## src/rtl/intc_pkg.sv

```systemverilog
package intc_pkg;
  localparam int BANK_W = 32;

  // Register select taken from addr[4:2] inside one group window.
  typedef enum logic [2:0] {
    SEL_IRQ_VIEW = 3'd0,
    SEL_ENABLE   = 3'd1,
    SEL_STEER    = 3'd2,
    SEL_FIQ_VIEW = 3'd3,
    SEL_RAW      = 3'd4,
    SEL_POLICY   = 3'd5
  } reg_sel_e;

  // Lines that are pending, enabled and steered to the chosen output.
  function automatic logic [BANK_W-1:0] routed(input logic [BANK_W-1:0] pend,
                                               input logic [BANK_W-1:0] en,
                                               input logic [BANK_W-1:0] steer,
                                               input logic to_fast);
    return pend & en & (to_fast ? steer : ~steer);
  endfunction

  // Wake contribution of one group under the selected policy.
  function automatic logic wake_term(input logic [BANK_W-1:0] pend,
                                     input logic [BANK_W-1:0] en,
                                     input logic only_enabled);
    return only_enabled ? |(pend & en) : |pend;
  endfunction
endpackage

```

## src/rtl/intc_sync.sv

```systemverilog
module intc_sync #(
  parameter int W = 64
) (
  input  logic         clk,
  input  logic         rst_n,
  input  logic [W-1:0] d_in,
  output logic [W-1:0] q_out
);
  logic [W-1:0] stage1_q;
  logic [W-1:0] stage2_q;

  always_ff @(posedge clk or negedge rst_n) begin
    if (!rst_n) begin
      stage1_q <= '0;
      stage2_q <= '0;
    end else begin
      stage1_q <= d_in;
      stage2_q <= stage1_q;
    end
  end

  assign q_out = stage2_q;
endmodule

```

## src/rtl/intc_bank.sv

```systemverilog
module intc_bank
  import intc_pkg::*;
(
  input  logic              clk,
  input  logic              rst_n,
  input  logic              wr_enable,
  input  logic              wr_steer,
  input  logic [BANK_W-1:0] wdata,
  input  logic [BANK_W-1:0] pend,
  input  logic [2:0]        sel,
  input  logic              only_enabled,
  output logic [BANK_W-1:0] rd_word,
  output logic [BANK_W-1:0] en_o,
  output logic [BANK_W-1:0] steer_o,
  output logic              irq_hit,
  output logic              fiq_hit,
  output logic              wake_hit
);
  logic [BANK_W-1:0] en_q;
  logic [BANK_W-1:0] steer_q;
  logic [BANK_W-1:0] irq_view;
  logic [BANK_W-1:0] fiq_view;

  always_ff @(posedge clk or negedge rst_n) begin
    if (!rst_n) begin
      en_q    <= '0;
      steer_q <= '0;
    end else begin
      if (wr_enable) en_q    <= wdata;
      if (wr_steer)  steer_q <= wdata;
    end
  end

  assign irq_view = routed(pend, en_q, steer_q, 1'b0);
  assign fiq_view = routed(pend, en_q, steer_q, 1'b1);
  assign irq_hit  = |irq_view;
  assign fiq_hit  = |fiq_view;
  assign wake_hit = wake_term(pend, en_q, only_enabled);
  assign en_o     = en_q;
  assign steer_o  = steer_q;

  always_comb begin
    unique case (reg_sel_e'(sel))
      SEL_IRQ_VIEW: rd_word = irq_view;
      SEL_ENABLE:   rd_word = en_q;
      SEL_STEER:    rd_word = steer_q;
      SEL_FIQ_VIEW: rd_word = fiq_view;
      SEL_RAW:      rd_word = pend;
      default:      rd_word = '0;
    endcase
  end

  // an enable-free line never reaches either request
  p_masked_quiet_r3: assert property (@(posedge clk) disable iff (!rst_n)
    (en_q == '0) |-> (!irq_hit && !fiq_hit));
  // configuration holds without a write strobe
  p_cfg_hold_r2: assert property (@(posedge clk) disable iff (!rst_n)
    (!wr_enable && !wr_steer) |=> ($stable(en_q) && $stable(steer_q)));
endmodule

```

## src/rtl/intc_fiq_route.sv

```systemverilog
module intc_fiq_route
  import intc_pkg::*;
#(
  parameter int NUM_BANKS = 2,
  parameter int ADDR_W    = 8
) (
  input  logic                        clk,
  input  logic                        rst_n,
  input  logic [ADDR_W-1:0]           addr,
  input  logic [BANK_W-1:0]           wdata,
  input  logic                        wr_en,
  output logic [BANK_W-1:0]           rdata,
  input  logic [NUM_BANKS*BANK_W-1:0] src_in,
  output logic                        irq_o,
  output logic                        fiq_o,
  output logic                        wake_o
);
  localparam int SRC_W = NUM_BANKS * BANK_W;
  localparam int GRP_W = ADDR_W - 5;

  logic [SRC_W-1:0]     pend_all;
  logic [SRC_W-1:0]     en_all;
  logic [SRC_W-1:0]     steer_all;
  logic [NUM_BANKS-1:0] irq_vec, fiq_vec, wake_vec;
  logic [BANK_W-1:0]    bank_rd [NUM_BANKS];
  logic                 policy_q;
  logic [BANK_W-1:0]    rd_next;
  logic [BANK_W-1:0]    rdata_q;

  // Address decode events, brought out for the checks.
  logic [GRP_W-1:0] grp;
  logic [2:0]       sel;
  logic             aligned;
  logic             policy_wr;

  assign grp       = addr[ADDR_W-1:5];
  assign sel       = addr[4:2];
  assign aligned   = (addr[1:0] == 2'b00);
  assign policy_wr = wr_en && aligned && (grp == '0) && (sel == SEL_POLICY);

  intc_sync #(.W(SRC_W)) u_sync (
    .clk  (clk),
    .rst_n(rst_n),
    .d_in (src_in),
    .q_out(pend_all)
  );

  for (genvar b = 0; b < NUM_BANKS; b++) begin : g_bank
    logic hit;
    assign hit = aligned && (int'(grp) == b);
    intc_bank u_bank (
      .clk         (clk),
      .rst_n       (rst_n),
      .wr_enable   (wr_en && hit && (sel == SEL_ENABLE)),
      .wr_steer    (wr_en && hit && (sel == SEL_STEER)),
      .wdata       (wdata),
      .pend        (pend_all[b*BANK_W +: BANK_W]),
      .sel         (sel),
      .only_enabled(policy_q),
      .rd_word     (bank_rd[b]),
      .en_o        (en_all[b*BANK_W +: BANK_W]),
      .steer_o     (steer_all[b*BANK_W +: BANK_W]),
      .irq_hit     (irq_vec[b]),
      .fiq_hit     (fiq_vec[b]),
      .wake_hit    (wake_vec[b])
    );
  end

  always_ff @(posedge clk or negedge rst_n) begin
    if (!rst_n)         policy_q <= 1'b0;
    else if (policy_wr) policy_q <= wdata[0];
  end

  always_comb begin
    rd_next = '0;
    if (aligned) begin
      for (int b = 0; b < NUM_BANKS; b++) begin
        if (int'(grp) == b) rd_next = bank_rd[b];
      end
      if (grp == '0 && sel == SEL_POLICY) rd_next = {{(BANK_W-1){1'b0}}, policy_q};
    end
  end

  always_ff @(posedge clk or negedge rst_n) begin
    if (!rst_n) rdata_q <= '0;
    else        rdata_q <= rd_next;
  end

  assign rdata  = rdata_q;
  assign irq_o  = |irq_vec;
  assign fiq_o  = |fiq_vec;
  assign wake_o = |wake_vec;

  // strict policy with nothing enabled keeps wake low
  p_strict_wake_r6: assert property (@(posedge clk) disable iff (!rst_n)
    (policy_q && en_all == '0) |-> !wake_o);
  // relaxed policy wakes on any pending line
  p_loose_wake_r7: assert property (@(posedge clk) disable iff (!rst_n)
    (!policy_q && pend_all != '0) |-> wake_o);
  // any request implies the core is also asked to wake
  p_req_wakes_r4: assert property (@(posedge clk) disable iff (!rst_n)
    (irq_o || fiq_o) |-> wake_o);
  // pending is the input two edges earlier
  p_pend_delay_r5: assert property (@(posedge clk) disable iff (!rst_n)
    $past(rst_n, 2) |-> (pend_all == $past(src_in, 2)));
  // policy changes only on its own write
  p_policy_hold_r10: assert property (@(posedge clk) disable iff (!rst_n)
    !policy_wr |=> $stable(policy_q));
endmodule

```

## config.mk

```make
export PLATFORM = sky130hd
export DESIGN_NAME = intc_fiq_route
export DESIGN_NICKNAME = d
export VERILOG_FILES = /design/src/rtl/intc_pkg.sv /design/src/rtl/intc_sync.sv /design/src/rtl/intc_bank.sv /design/src/rtl/intc_fiq_route.sv
export SDC_FILE = /design/constraint.sdc
export NUM_CORES = 1
export LEC_CHECK = 0
export CAP_MARGIN = 25
export CORE_MARGIN = 5
export CORE_UTILIZATION = 46
export CTS_BUF_LIST = sky130_fd_sc_hd__clkbuf_4
export CTS_CLUSTER_DIAMETER = 30
export DETAILED_ROUTE_END_ITERATION = 12
export PLACE_DENSITY = 0.7
export REMOVE_ABC_BUFFERS = 1
export SYNTH_ARGS = -nofsm -noshare
export SYNTH_HDL_FRONTEND = slang
export SYNTH_SLANG_ARGS = --single-unit
```

## constraint.sdc

```tcl
create_clock -name clk -period 1.76 [get_ports clk]
set_clock_uncertainty 0.05 [all_clocks]
set_input_delay 0.264 -clock clk [delete_from_list [all_inputs] [get_ports clk]]
set_output_delay 0.264 -clock clk [all_outputs]
set_load 0.02 [all_outputs]
```

==> impl_results.md <==
- Post-synth EDFFs: 0
- First-pass DRT Iterations: 8
- Final worst setup slack: -1.09 ns
- IO Port Bufs: about 140
- Placement Setup Slack: -1.03 ns
- Clock Path Buffers: 3
- Critical path class: register to primary output
- Clock transition at path regs: about 0.06 ns
- Hold Slack: around 0.08 ns
- Die ar.: 31,400 µm²
- Post-synth ARST share: 100%
- Placer Congestion: approximately 1.1
- Crit Reg-Reg Startpoint: u_sync.q_out[9]
- Internal power: 11.4 mW
- Worst endpoint data arrival time: about 2.5 ns
- Simple-gate portion of the synthesized area: between 10% and 20%
- Remaining DRCs: 0
- Gr busiest metal: met2
- Boundary pin count: 142
- M2 GR Usage: 51.5%
- Peak Freq: 0.351 GHz
- Post-DP HPWL: 36,400 µm
- Worst reg2reg path depth: 6
- Placed instance count: about 1,900
- Crit path launch type: register
- Switch Pwr: 4.26 mW
- HP Start: addr[4]
- Post-Synthesis Cell Area: 12,900 µm²
- Clk_lat worst skew: 0.71 ns
- Mean post-synth cell area: 11.1 µm²
- Worst hold endpoint: rdata[0]
- Max-cap viol count: 0
- Placed Area: 17,000 µm²
- Final setup violation count: 3
- Gr usage total: 32.7%
- Failing checks: setup timing
- Largest net degree at the start of global routing: 56
- Finished Layout Cells: around 2,100
- Final WL: 51,000 µm
- Worst flop-to-flop path endpoint: rdata[9]
- Initial DRC Count: 1,728
- Fraction of power consumed by the clock network: 39.6%
- Yosys warning count: 0
- Largest family of logic cells by synthesized area: compound AO/OA/AOI/OAI gates
- CTS Buf Count: 84
- Via count: 12,600
- FP Rows: 61
- Post-synth cell types: a little under 50
- Core region area: 27,700 µm²
- Post-route cell area: 19,000 µm²
- GRT met3 Usage: 7.31%
- Number of global-route vias before repair: 12,800
- Pwr per Cell Area: slightly above 800 nW/µm²
- Initial antenna violation count: 1
- Die Span Y: 177 µm
- Leak Pwr: 8.92 nW
- CP Capture Type: primary output
- Worst Setup SP: u_sync.q_out[28]
- Root buffer cell: clkbuf_4
- Min Tclk post-route: around 2.8 ns
- Cells after Synth: 1,157
- Final hold violations: 0
- Initial Utilization: 46.5%
- Net Sw Frac: ~27%
- Crit Path Max Fanout: 4
- Sequential area share after synthesis: 56.2%
- Routed Antenna Nets: 0
- Fin nets: between 1,500 and 2,000
- Synthesis-stage register bit count: 289
- Met1 GRT Util: 44.1%
- Post-Synth XOR/XNOR Area: 0%
- Setup tns final: -3.13 ns
- H-tree depth: 3
- R2r setup slk: 0.03 ns
- Area grow syn2layout: 47.6%
- Post-DR wirelength/cell: 24.0 µm
- Reg power frac: 46.1%
- Via density: 5.94
- Type of the worst min-delay path: primary input to register
- Power, Total: 15.7 mW
- Global-route wire length before repair: 77,200 µm
- Mux share of post-synthesis cell area: 11.3%
- Layout cells sized above 1: approximately a third
- Primary FF master, synth: dfrtp_1
- Slew Limit Fails: 0
- Comb pwr share: 14.3%
- Final worst-path cycle share: 162%
- Worst VDD drop: between 0.0005 and 0.0006 V
- Overflow after GRT: 0
- Slew headroom: 61.3%
- Min-Delay Path Depth: 4
- Post-Synth Adder-Cell Area: 0%
- Post-layout util: 68.6%
- RSZ-0062 raised after global routing: yes
- CTS tree: done
- Compound-cell area share of the yosys netlist: 15.1%
- Sinks on Clock Net: 289
- Worst EP required: between 1 and 1.5 ns
- Outcome: finished with violations
- Worst slew pin tran: about 0.58 ns
- Die Width: around 180 µm
[power groups by stage]
stage,registers [mW],clock network (mW),logic (mW)
floorplan,7.28,0,0.616
global placement,7.30,0,1.98
detailed placement,7.30,0,2.02
CTS,7.20,6.35,2.18
global route,7.24,6.73,2.38
finish,7.22,6.20,2.24
[cell type report]
| type | instances | area [µm²] |
|---|---|---|
| clock buffer | 108 | 811 |
| antenna | 2 | 5.00 |
| multi-input combinational | 775 | 5480 |
| inverter | 30 | 113 |
| tap | 378 | 473 |
| timing repair buffer | 512 | 4650 |
| fill | 2103 | 8710 |
| sequential | 289 | 7240 |
| clock inverter | 32 | 223 |
[worst max-delay path, cell delays in order, from the launching register on]
cell	delay (ns)
dfrtp_1	0.47
nor4_4	0.30
buf_4	0.17
nand2_2	0.10
nor4_4	0.32
nand4_1	0.12
o21a_1	0.17
buf_6	0.15
[cells by family after synthesis]
logic type | count (synthesis)
compound gates | 277
flops | 289
simple gates | 369
buf+inv | 93
mux | 129
[state kept, by name (all words and copies together), names as in the netlist]
signal                 cells
g_bank.u_bank.en_o        64
g_bank.u_bank.steer_o     64
u_sync.q_out              64
u_sync.stage1_q           64
rdata                     32
policy_q                   1
[synthesized netlist by cell type, types with 8 or more instances]
library cell,number,area [µm²]
dfrtp_1,289,7230
o21ai_0,19,95.1
a211oi_1,10,75.1
nand2_1,138,518
a21o_1,11,82.6
clkbuf_1,33,124
nor3_1,22,110
o2111ai_1,11,96.3
o22ai_1,61,382
mux2_2,91,1020
nand3_1,47,235
o221a_2,9,101
buf_2,19,95.1
mux2_1,38,428
o221ai_1,9,78.8
nor2b_1,12,75.1
nor4_1,24,150
o21a_1,8,60.1
a221o_1,26,260
nand4_1,29,181
inv_1,30,113
a21oi_1,59,295
a32oi_1,16,140
and3_1,8,50.1
nor3b_1,27,203
a31oi_1,18,113
nor2_1,48,180
[how the worst max path moves through the flow]
stage	slack (ns)	to
finish	-1.09	wake_o
global placement	-1.02	wake_o
global route	-1.19	wake_o
CTS	-1.19	wake_o
floorplan	-1.54	g_bank[1].u_bank.steer_o[10]
detailed placement	-1.03	wake_o
[routing by layer]
layer | up-vias | part of all wire (%)
met2 | 824 | 46
met5 | - | 0
met3 | 166 | 10
met4 | 0 | 4.3
li1 | 5446 | -
met1 | 6202 | 39
[what timing repair did]
item	in CTS	in global routing
resized for setup	96	22
hold endpoints to repair	353	0
hold buffers	67	0
endpoints found under the setup margin	35	12
gates cloned	0	0
buffers inserted	3	0
pin swaps	15	7
[cells in the final DEF (no fill, tap or decap), types with 17 or more instances in the layout]
| master | Yosys | layout |
|---|---|---|
| dfrtp_1 | 289 | 284 |
| buf_4 | 5 | 276 |
| nand2_1 | 138 | 125 |
| clkbuf_4 | 0 | 108 |
| clkdlybuf4s50_1 | 0 | 102 |
| mux2_2 | 91 | 91 |
| dlygate4sd3_1 | 0 | 66 |
| o22ai_1 | 61 | 59 |
| a21oi_1 | 59 | 58 |
| nor2_1 | 48 | 47 |
| nand3_1 | 47 | 44 |
| mux2_1 | 38 | 38 |
| inv_1 | 30 | 30 |
| nand4_1 | 29 | 29 |
| nor3b_1 | 27 | 27 |
| a221o_1 | 26 | 26 |
| buf_12 | 0 | 26 |
| nor3_1 | 22 | 22 |
| dlygate4sd2_1 | 0 | 21 |
| o21ai_0 | 19 | 19 |
| a31oi_1 | 18 | 17 |
Note: power is estimated with default switching activity, not from simulation.
